`src/rtl/hdlc_rx_pkg.sv`:
```
package hdlc_rx_pkg;
  localparam int OCTET = 8;
  localparam logic [7:0] FLAG_PAT = 8'h7E;
  localparam logic [15:0] CRC16_REV_POLY = 16'h8408;
  localparam logic [15:0] CRC16_GOOD_RES = 16'hF0B8;

  typedef struct packed {
    logic fcs_ok;
    logic odd;
    logic invalid;
    logic aborted;
    logic overrun;
  } frame_stat_t;

  // one bit of the reflected CRC-16 shift register
  function automatic logic [15:0] crc16_step(input logic [15:0] c, input logic b);
    logic fb;
    fb = c[0] ^ b;
    return (c >> 1) ^ (fb ? CRC16_REV_POLY : 16'h0000);
  endfunction

  // a zero following five ones is a transparency bit
  function automatic logic is_stuffed(input logic [2:0] ones, input logic b);
    return (ones == 3'd5) && !b;
  endfunction
endpackage

```
`src/rtl/hdlc_rx_deframer.sv`:
```
module hdlc_rx_deframer
  import hdlc_rx_pkg::*;
#(
  parameter int ABORT_ONES = 7,
  parameter int IDLE_ONES  = 15
) (
  input  logic clk,
  input  logic rst_n,
  input  logic rx_en,
  input  logic rx_bit,
  output logic bit_v,
  output logic bit_d,
  output logic flag_ev,
  output logic abort_ev,
  output logic line_idle
);
  localparam int RUN_W = $clog2(IDLE_ONES + 1);
  localparam logic [RUN_W-1:0] RUN_MAX = RUN_W'(IDLE_ONES);
  localparam logic [RUN_W-1:0] RUN_ABT = RUN_W'(ABORT_ONES - 1);

  logic [OCTET-1:0] win, vmask, nwin;
  logic [RUN_W-1:0] run, run_nxt;
  logic [2:0] d_ones;
  logic frame_q;
  logic cand, drop, flag_hit, abort_hit;

  always_comb begin
    nwin = {rx_bit, win[OCTET-1:1]};
    flag_hit = rx_en && (nwin == FLAG_PAT);
    if (!rx_bit) run_nxt = '0;
    else if (run == RUN_MAX) run_nxt = run;
    else run_nxt = run + 1'b1;
    abort_hit = rx_en && rx_bit && (run == RUN_ABT);
    cand = rx_en && frame_q && vmask[0];
    drop = cand && is_stuffed(d_ones, win[0]);
  end

  assign bit_v     = cand && !drop && !abort_hit;
  assign bit_d     = win[0];
  assign flag_ev   = flag_hit;
  assign abort_ev  = abort_hit && frame_q;
  assign line_idle = (run == RUN_MAX);

  always_ff @(posedge clk or negedge rst_n) begin
    if (!rst_n) begin
      win <= '0;
      vmask <= '0;
      run <= '0;
      d_ones <= '0;
      frame_q <= 1'b0;
    end else if (rx_en) begin
      win <= nwin;
      vmask <= flag_hit ? '0 : {1'b1, vmask[OCTET-1:1]};
      run <= run_nxt;
      if (flag_hit || abort_hit) d_ones <= '0;
      else if (cand) begin
        if (drop || !win[0]) d_ones <= '0;
        else if (d_ones != 3'd7) d_ones <= d_ones + 3'd1;
      end
      if (abort_hit) frame_q <= 1'b0;
      else if (flag_hit) frame_q <= 1'b1;
    end
  end

  assert_flag_abort_excl_R3: assert property (@(posedge clk) disable iff (!rst_n)
    !(flag_hit && abort_hit));
  assert_no_six_ones_R2: assert property (@(posedge clk) disable iff (!rst_n)
    cand |-> (d_ones <= 3'd5));
  assert_idle_needs_one_R4: assert property (@(posedge clk) disable iff (!rst_n)
    $rose(line_idle) |-> $past(rx_en && rx_bit));
endmodule

```
`src/rtl/hdlc_rx_fcs.sv`:
```
module hdlc_rx_fcs
  import hdlc_rx_pkg::*;
(
  input  logic clk,
  input  logic rst_n,
  input  logic clr,
  input  logic bit_v,
  input  logic bit_d,
  output logic fcs_good
);
  logic [15:0] crc, crc_nxt;

  always_comb begin
    crc_nxt = bit_v ? crc16_step(crc, bit_d) : crc;
  end

  assign fcs_good = (crc_nxt == CRC16_GOOD_RES);

  always_ff @(posedge clk or negedge rst_n) begin
    if (!rst_n) crc <= 16'hFFFF;
    else if (clr) crc <= 16'hFFFF;
    else crc <= crc_nxt;
  end
endmodule

```
`src/rtl/hdlc_rx_assembler.sv`:
```
module hdlc_rx_assembler
  import hdlc_rx_pkg::*;
#(
  parameter int CNT_W     = 12,
  parameter int MIN_BYTES = 3
) (
  input  logic             clk,
  input  logic             rst_n,
  input  logic             bit_v,
  input  logic             bit_d,
  input  logic             flag_ev,
  input  logic             abort_ev,
  input  logic             fcs_good,
  input  logic             out_ready,
  output logic             out_valid,
  output logic [OCTET-1:0] out_data,
  output logic             out_eof,
  output frame_stat_t      out_stat,
  output logic             ev_abort,
  output logic             ev_overrun
);
  localparam logic [CNT_W-1:0] CNT_MAX = '1;
  localparam logic [CNT_W-1:0] CNT_MIN = CNT_W'(MIN_BYTES);

  logic [OCTET-1:0] sh, sh_n, hold, last_d;
  logic [2:0] bcnt, bcnt_n;
  logic [CNT_W-1:0] nbytes, nbytes_n;
  logic hold_v, ovr;
  logic byte_done, closing, nonempty, emit_mid, emit_end, aligned, runt;
  frame_stat_t stat_end;

  always_comb begin
    sh_n      = bit_v ? {bit_d, sh[OCTET-1:1]} : sh;
    bcnt_n    = bit_v ? bcnt + 3'd1 : bcnt;
    byte_done = bit_v && (bcnt == 3'd7);
    nbytes_n  = (byte_done && nbytes != CNT_MAX) ? nbytes + 1'b1 : nbytes;
    closing   = flag_ev || abort_ev;
    nonempty  = (nbytes_n != '0) || (bcnt_n != 3'd0);
    emit_mid  = !closing && bit_v && (bcnt == 3'd0) && hold_v;
    emit_end  = closing && nonempty;
    last_d    = byte_done ? sh_n : (hold_v ? hold : '0);
    aligned   = (bcnt_n == 3'd0);
    runt      = (nbytes_n < CNT_MIN);
    stat_end.aborted = abort_ev;
    stat_end.invalid = !abort_ev && (!aligned || runt);
    stat_end.odd     = aligned && nbytes_n[0];
    stat_end.fcs_ok  = !abort_ev && aligned && !runt && fcs_good;
    stat_end.overrun = ovr;
  end

  always_ff @(posedge clk or negedge rst_n) begin
    if (!rst_n) begin
      sh <= '0;
      bcnt <= '0;
      nbytes <= '0;
      hold <= '0;
      hold_v <= 1'b0;
      ovr <= 1'b0;
      out_valid <= 1'b0;
      out_data <= '0;
      out_eof <= 1'b0;
      out_stat <= '0;
      ev_abort <= 1'b0;
      ev_overrun <= 1'b0;
    end else begin
      if (closing) begin
        sh <= '0;
        bcnt <= '0;
        nbytes <= '0;
        hold_v <= 1'b0;
        ovr <= 1'b0;
      end else begin
        sh <= sh_n;
        bcnt <= bcnt_n;
        nbytes <= nbytes_n;
        if (byte_done) begin
          hold <= sh_n;
          hold_v <= 1'b1;
        end else if (emit_mid) begin
          hold_v <= 1'b0;
        end
        if (emit_mid && !out_ready) ovr <= 1'b1;
      end
      out_valid  <= (emit_mid || emit_end) && out_ready;
      out_data   <= emit_end ? last_d : hold;
      out_eof    <= emit_end && out_ready;
      out_stat   <= (emit_end && out_ready) ? stat_end : '0;
      ev_overrun <= (emit_mid || emit_end) && !out_ready;
      ev_abort   <= abort_ev && nonempty;
    end
  end

  assert_eof_has_valid_R1: assert property (@(posedge clk) disable iff (!rst_n)
    out_eof |-> out_valid);
  assert_fcs_ok_clean_R5: assert property (@(posedge clk) disable iff (!rst_n)
    out_stat.fcs_ok |-> (out_eof && !out_stat.invalid && !out_stat.aborted));
  assert_overrun_when_full_R9: assert property (@(posedge clk) disable iff (!rst_n)
    ev_overrun |-> $past(!out_ready));
  assert_mid_beat_quiet_R10: assert property (@(posedge clk) disable iff (!rst_n)
    (out_valid && !out_eof) |-> (out_stat == '0));
endmodule

```
`src/rtl/hdlc_rx.sv`:
```
module hdlc_rx
  import hdlc_rx_pkg::*;
#(
  parameter int CNT_W      = 12,
  parameter int ABORT_ONES = 7,
  parameter int IDLE_ONES  = 15
) (
  input  logic       clk,
  input  logic       rst_n,
  input  logic       rx_en,
  input  logic       rx_bit,
  input  logic       out_ready,
  output logic       out_valid,
  output logic [7:0] out_data,
  output logic       out_eof,
  output logic       out_fcs_ok,
  output logic       out_odd,
  output logic       out_invalid,
  output logic       out_aborted,
  output logic       out_overrun,
  output logic       abort_pulse,
  output logic       overrun_pulse,
  output logic       line_idle
);
  localparam int FCS_W     = 16;
  localparam int MIN_BYTES = FCS_W / OCTET + 1;

  logic bit_v, bit_d, flag_ev, abort_ev, fcs_good;
  frame_stat_t stat;

  hdlc_rx_deframer #(.ABORT_ONES(ABORT_ONES), .IDLE_ONES(IDLE_ONES)) u_deframer (
    .clk(clk), .rst_n(rst_n), .rx_en(rx_en), .rx_bit(rx_bit),
    .bit_v(bit_v), .bit_d(bit_d), .flag_ev(flag_ev), .abort_ev(abort_ev),
    .line_idle(line_idle)
  );

  hdlc_rx_fcs u_fcs (
    .clk(clk), .rst_n(rst_n), .clr(flag_ev || abort_ev),
    .bit_v(bit_v), .bit_d(bit_d), .fcs_good(fcs_good)
  );

  hdlc_rx_assembler #(.CNT_W(CNT_W), .MIN_BYTES(MIN_BYTES)) u_asm (
    .clk(clk), .rst_n(rst_n), .bit_v(bit_v), .bit_d(bit_d),
    .flag_ev(flag_ev), .abort_ev(abort_ev), .fcs_good(fcs_good),
    .out_ready(out_ready), .out_valid(out_valid), .out_data(out_data),
    .out_eof(out_eof), .out_stat(stat), .ev_abort(abort_pulse),
    .ev_overrun(overrun_pulse)
  );

  assign out_fcs_ok  = stat.fcs_ok;
  assign out_odd     = stat.odd;
  assign out_invalid = stat.invalid;
  assign out_aborted = stat.aborted;
  assign out_overrun = stat.overrun;
endmodule

```
`config.mk`:
```
export PLATFORM = sky130hd
export DESIGN_NAME = hdlc_rx
export DESIGN_NICKNAME = d
export VERILOG_FILES = /design/src/rtl/hdlc_rx_pkg.sv /design/src/rtl/hdlc_rx_deframer.sv /design/src/rtl/hdlc_rx_fcs.sv /design/src/rtl/hdlc_rx_assembler.sv /design/src/rtl/hdlc_rx.sv
export SDC_FILE = /design/constraint.sdc
export NUM_CORES = 1
export LEC_CHECK = 0
export BUFFER_PORTS_ARGS = -buffer_cell sky130_fd_sc_hd__buf_2
export CAP_MARGIN = 30
export CORE_ASPECT_RATIO = 0.5
export CORE_MARGIN = 1
export CORE_UTILIZATION = 50
export DETAILED_ROUTE_END_ITERATION = 8
export GPL_TIMING_DRIVEN = 0
export PLACE_DENSITY = 0.67
export RECOVER_POWER = 25
export SLEW_MARGIN = 20
export SYNTH_ARGS = -nofsm -noshare
export SYNTH_HDL_FRONTEND = slang
export SYNTH_SLANG_ARGS = --single-unit
```
`constraint.sdc`:
```
create_clock -name clk -period 2.9 [get_ports clk]
set_clock_uncertainty 0.1 [all_clocks]
set_input_delay 0.29 -clock clk [delete_from_list [all_inputs] [get_ports clk]]
set_output_delay 0.29 -clock clk [all_outputs]
set_load 0.05 [all_outputs]
```
==> summary.log <==
[cts] clock tree root buffer cell clkbuf_16
[logic_synthesis] count of unique library cells instantiated by Yosys 60
[logic_synthesis] Avg Synthesized Cell Area 9.68 sq um
[logic_synthesis] synthesis-stage register bit count 90
[logic_synthesis] Main synth FF type dfrtp_1
[logic_synthesis] count of yosys warnings during synthesis 0
[cts] clock latency on the worst-skew pair 0.35 ns
[timing] highest attainable clock frequency 348 MHz
[logic_synthesis] leading post-synthesis cells by cell area dfrtp_1 42%, dfstp_2 9.5%, nand2_1 5.4%, nor2_1 4.4%, a21oi_1 2.8%
[logic_synthesis] area share of xor/xnor cells in the synthesized design 0.0278
[logic_synthesis] library cell with the largest summed area after synthesis dfrtp_1
[routing] total routed wirelength 9.78 mm
[logic_synthesis] Mapped Nets 470
[cts] clock tree from TritonCTS done
[floorplanning] die outline width 135 um
[placed_design] weighted congestion at the end of routability-driven global placement 0.878
[logic_synthesis] proportion of synthesized area in mux cells 0.0405
[routing] Wirelength per Cell 15.8 um
[setup_path] crit-path leading delay family simple AND/OR/NAND/NOR gates
[cts] clock transition at the registers of the reported paths 0.06 ns
[floorplanning] number of primary I/O pins 23
[finish] fraction of layout instances using a drive strength above 1 0.210
[floorplanning] die outline height 68.4 um
[logic_synthesis] Synth Instances 456
[cts] number of buffers between clock root and the deepest sink 2
[grt] maximum number of pins on one net before global-route repair 51
[logic_synthesis] Synth top area share 0.420
[logic_synthesis] fraction of the yosys area taken by sequential cells 0.515
[logic_synthesis] number of enable flip-flop cells after synthesis 0
[flow_run] number of violations of the max-capacitance limit 0
[timing] final-layout worst hold slack 0.0713 ns
[setup_path] cell chain of the critical path ha_1, ha_2, and4_4, nand2_2, or4_1, a22oi_2, nand2_1, buf_4, o21a_4, o21ai_1
[timing] Tightest Pin Transition 1.31 ns
[power] leakage power summed over all cells 0.00232 uW
[routing] Iter 0 DRT Violations 205
[min_path] Worst Hold Class in2reg
[grt] first-pass GRT wire length 16.0 mm
[finish] Final Net Count 514
[finish] most common library cell in the layout ignoring fill and taps dfrtp_1
[finish] number of fill cells in the layout 708
[timing] setup TNS after final layout 0 ns
[power] VDD IR-drop max 300 uV
[status] status finished, final reports clean
[routing] total DRC errors in the routed layout 0
[logic_synthesis] async set or reset register ratio after synthesis 1.00
[timing] setup violators final 0
[cts] CTS buffer count 9
[routing] number of nets with antenna violations after detailed routing 0
[floorplanning] floorplan die area 0.00923 sq mm
[routing] via/cell ratio 5.65
[grt] global-route usage over all layers 0.232
[power] PwrDens 571 mW/mm^2
[setup_path] worst setup path class reg2reg
[placed_design] total of buffers placed on input and output ports 21
[grt] global-route congestion overflow total 0
[finish] area added between synthesis and finish 17.1%
[routing] via count 3485
[timing] final-report hold violation count 0
[floorplanning] Initial Util 0.532
[logic_synthesis] Simple-Gate Fraction of Synth Area 0.205
[logic_synthesis] Synth Area in Adders 0.0255
[setup_path] Buf/Inv on CP 1
[grt] vias in the first global route 3192
[setup_path] Max stage delay cell, worst path or4_1
[timing] final cycle utilization of the critical path 0.991
[grt] antenna violations before repair 0
[cts] number of clock sinks 90
[timing] shortest clock period the worst path allows after layout 2.87 ns
[logic_synthesis] post-synthesis compound-gate area fraction 0.138
[setup_path] internal reg-to-reg setup slack 0.03 ns
[timing] final slew viol count 0
[floorplanning] cell row count 23
[routing] DR pass1 iterations 6
[setup_path] critical path data required time 3.06 ns
[setup_path] Slowest Stage Delay on Critical Path 0.56 ns
[cts] maximum level of the CTS H-tree 3
[finish] top library cells by usage in the layout, fill and taps aside 72 x dfrtp_1, 61 x nand2_1, 52 x nor2_1, 28 x inv_1, 24 x a21oi_1
[setup_path] type of destination of the critical path register
[setup_path] critical path peak fanout 10
[finish] Layout Utilization 0.623
[floorplanning] standard cell core area 0.00829 sq mm
[setup_path] element type at the critical path start register
[finish] antenna fix cells 0
[logic_synthesis] combined area of all synthesized cells 0.00441 sq mm
[placed_design] final HPWL from detailed placement 6.72 mm
[setup_path] Worst Path Arrival 3.04 ns
[timing] RSZ-0062 raised after global routing true
[timing] headroom to the max-slew limit 0.130
[logic_synthesis] largest family of logic cells by synthesized area simple AND/OR/NAND/NOR gates
==> kinds of logic after synthesis <==
| logic type | Yosys count |
|---|---|
| XOR/XNOR | 14 |
| AO/OA/AOI/OAI | 89 |
| multiplexers | 17 |
| adder cells (fa/ha/maj) | 9 |
| flip-flops | 90 |
| buffers and inverters | 51 |
| AND/OR/NAND/NOR | 186 |
==> cell type report <==
cell class / count / area, sq um / area share
clock buffer: 12 / 289 / 0.0559
clock inverter: 4 / 27.5 / 0.00533
buffer: 23 / 104 / 0.0201
sequential: 90 / 2270 / 0.440
tap: 112 / 140 / 0.0271
multi-input combinational: 315 / 2010 / 0.390
inverter: 28 / 105 / 0.0203
timing repair buffer: 33 / 214 / 0.0414
==> Yosys cell counts (2+ instances only) <==
library cell and instances:
a211oi_1 5, a21oi_1 25, a22oi_1 5, and2_1 2, and3_1 3, and4_1 2
buf_2 2, buf_4 2, buf_6 2, clkbuf_1 17, dfrtp_1 74, dfstp_2 16
ha_1 9, inv_1 28, mux2_2 7, mux2i_1 10, nand2_1 63, nand2b_1 4
nand3_1 19, nand4_1 6, nand4b_1 4, nor2_1 52, nor3_1 10, nor4_1 4
o2111ai_1 9, o211ai_1 4, o21ai_0 11, o21ai_1 5, o21ai_2 2, o22ai_1 9
o31ai_1 2, or4_1 2, or4_4 2, xnor2_1 8, xor2_1 6
==> worst register-to-register path: cells and delay by family, from the launching register on <==
kind / cells / cell delay, ns
fa+ha+maj: 2 / 0.40
compound gates: 3 / 0.63
buf+inv: 1 / 0.20
flops: 1 / 0.37
simple gates: 4 / 1.11
==> metal layers <==
| metal | GRT usage | up-vias | routed length, um |
|---|---|---|---|
| met5 | 0 | - | 0 |
| met4 | 0.0674 | 0 | 131 |
| met3 | 0.0578 | 14 | 565 |
| met2 | 0.367 | 91 | 4350 |
| met1 | 0.319 | 1699 | 4740 |
| li1 | - | 1681 | - |
==> stage by stage <==
| step | instance area (sq um) | total power, uW | setup WS [ns] | std cells |
|---|---|---|---|---|
| floorplan | 4410 | 1660 | 0.245 | 456 |
| global placement | 4660 | 1750 | -0.268 | 589 |
| detailed placement | 4680 | 1760 | -0.298 | 590 |
| CTS | 5090 | 2970 | 0.000400 | 611 |
| global route | 5170 | 3090 | -0.0497 | 617 |
| finish | 5170 | 2950 | 0.0259 | 617 |
==> registers in the layout (all words and copies together), names as in the netlist, 4 cells and up <==
register / count
u_asm.out_data: 8
u_asm.out_stat: 5
u_asm.sh: 8
u_asm.nbytes: 12
u_fcs.crc: 16
u_asm.hold: 8
u_deframer.run: 4
u_deframer.win: 8
u_deframer.vmask: 8
==> path summary, 6_finish.rpt <==
path                               startpoint           endpoint  cells after the start
min in group asynchronous               rst_n   u_asm.ev_overrun                      2
worst max-delay path            u_asm.bcnt[0]  u_asm.out_data[2]                     10
max in group asynchronous               rst_n      u_fcs.crc[15]                      3
worst max register to register  u_asm.bcnt[0]  u_asm.out_data[2]                     10
worst min register to register  u_fcs.crc[14]      u_fcs.crc[14]                      2
worst min-delay path                out_ready   u_asm.ev_overrun                      2
==> repair_timing <==
action	CTS	global route
hold buffers	1	0
gates resized for setup	13	14
hold endpoints to repair	37	0
gates cloned	1	0
pin swaps	1	5
buffers inserted	3	6
endpoints found under the setup margin	17	23
==> power by group <==
part	internal, uW	switching, uW
Sequential	1370	72.4
Combinational	132	180
Clock	710	490
(Power assumes the default switching activity.)
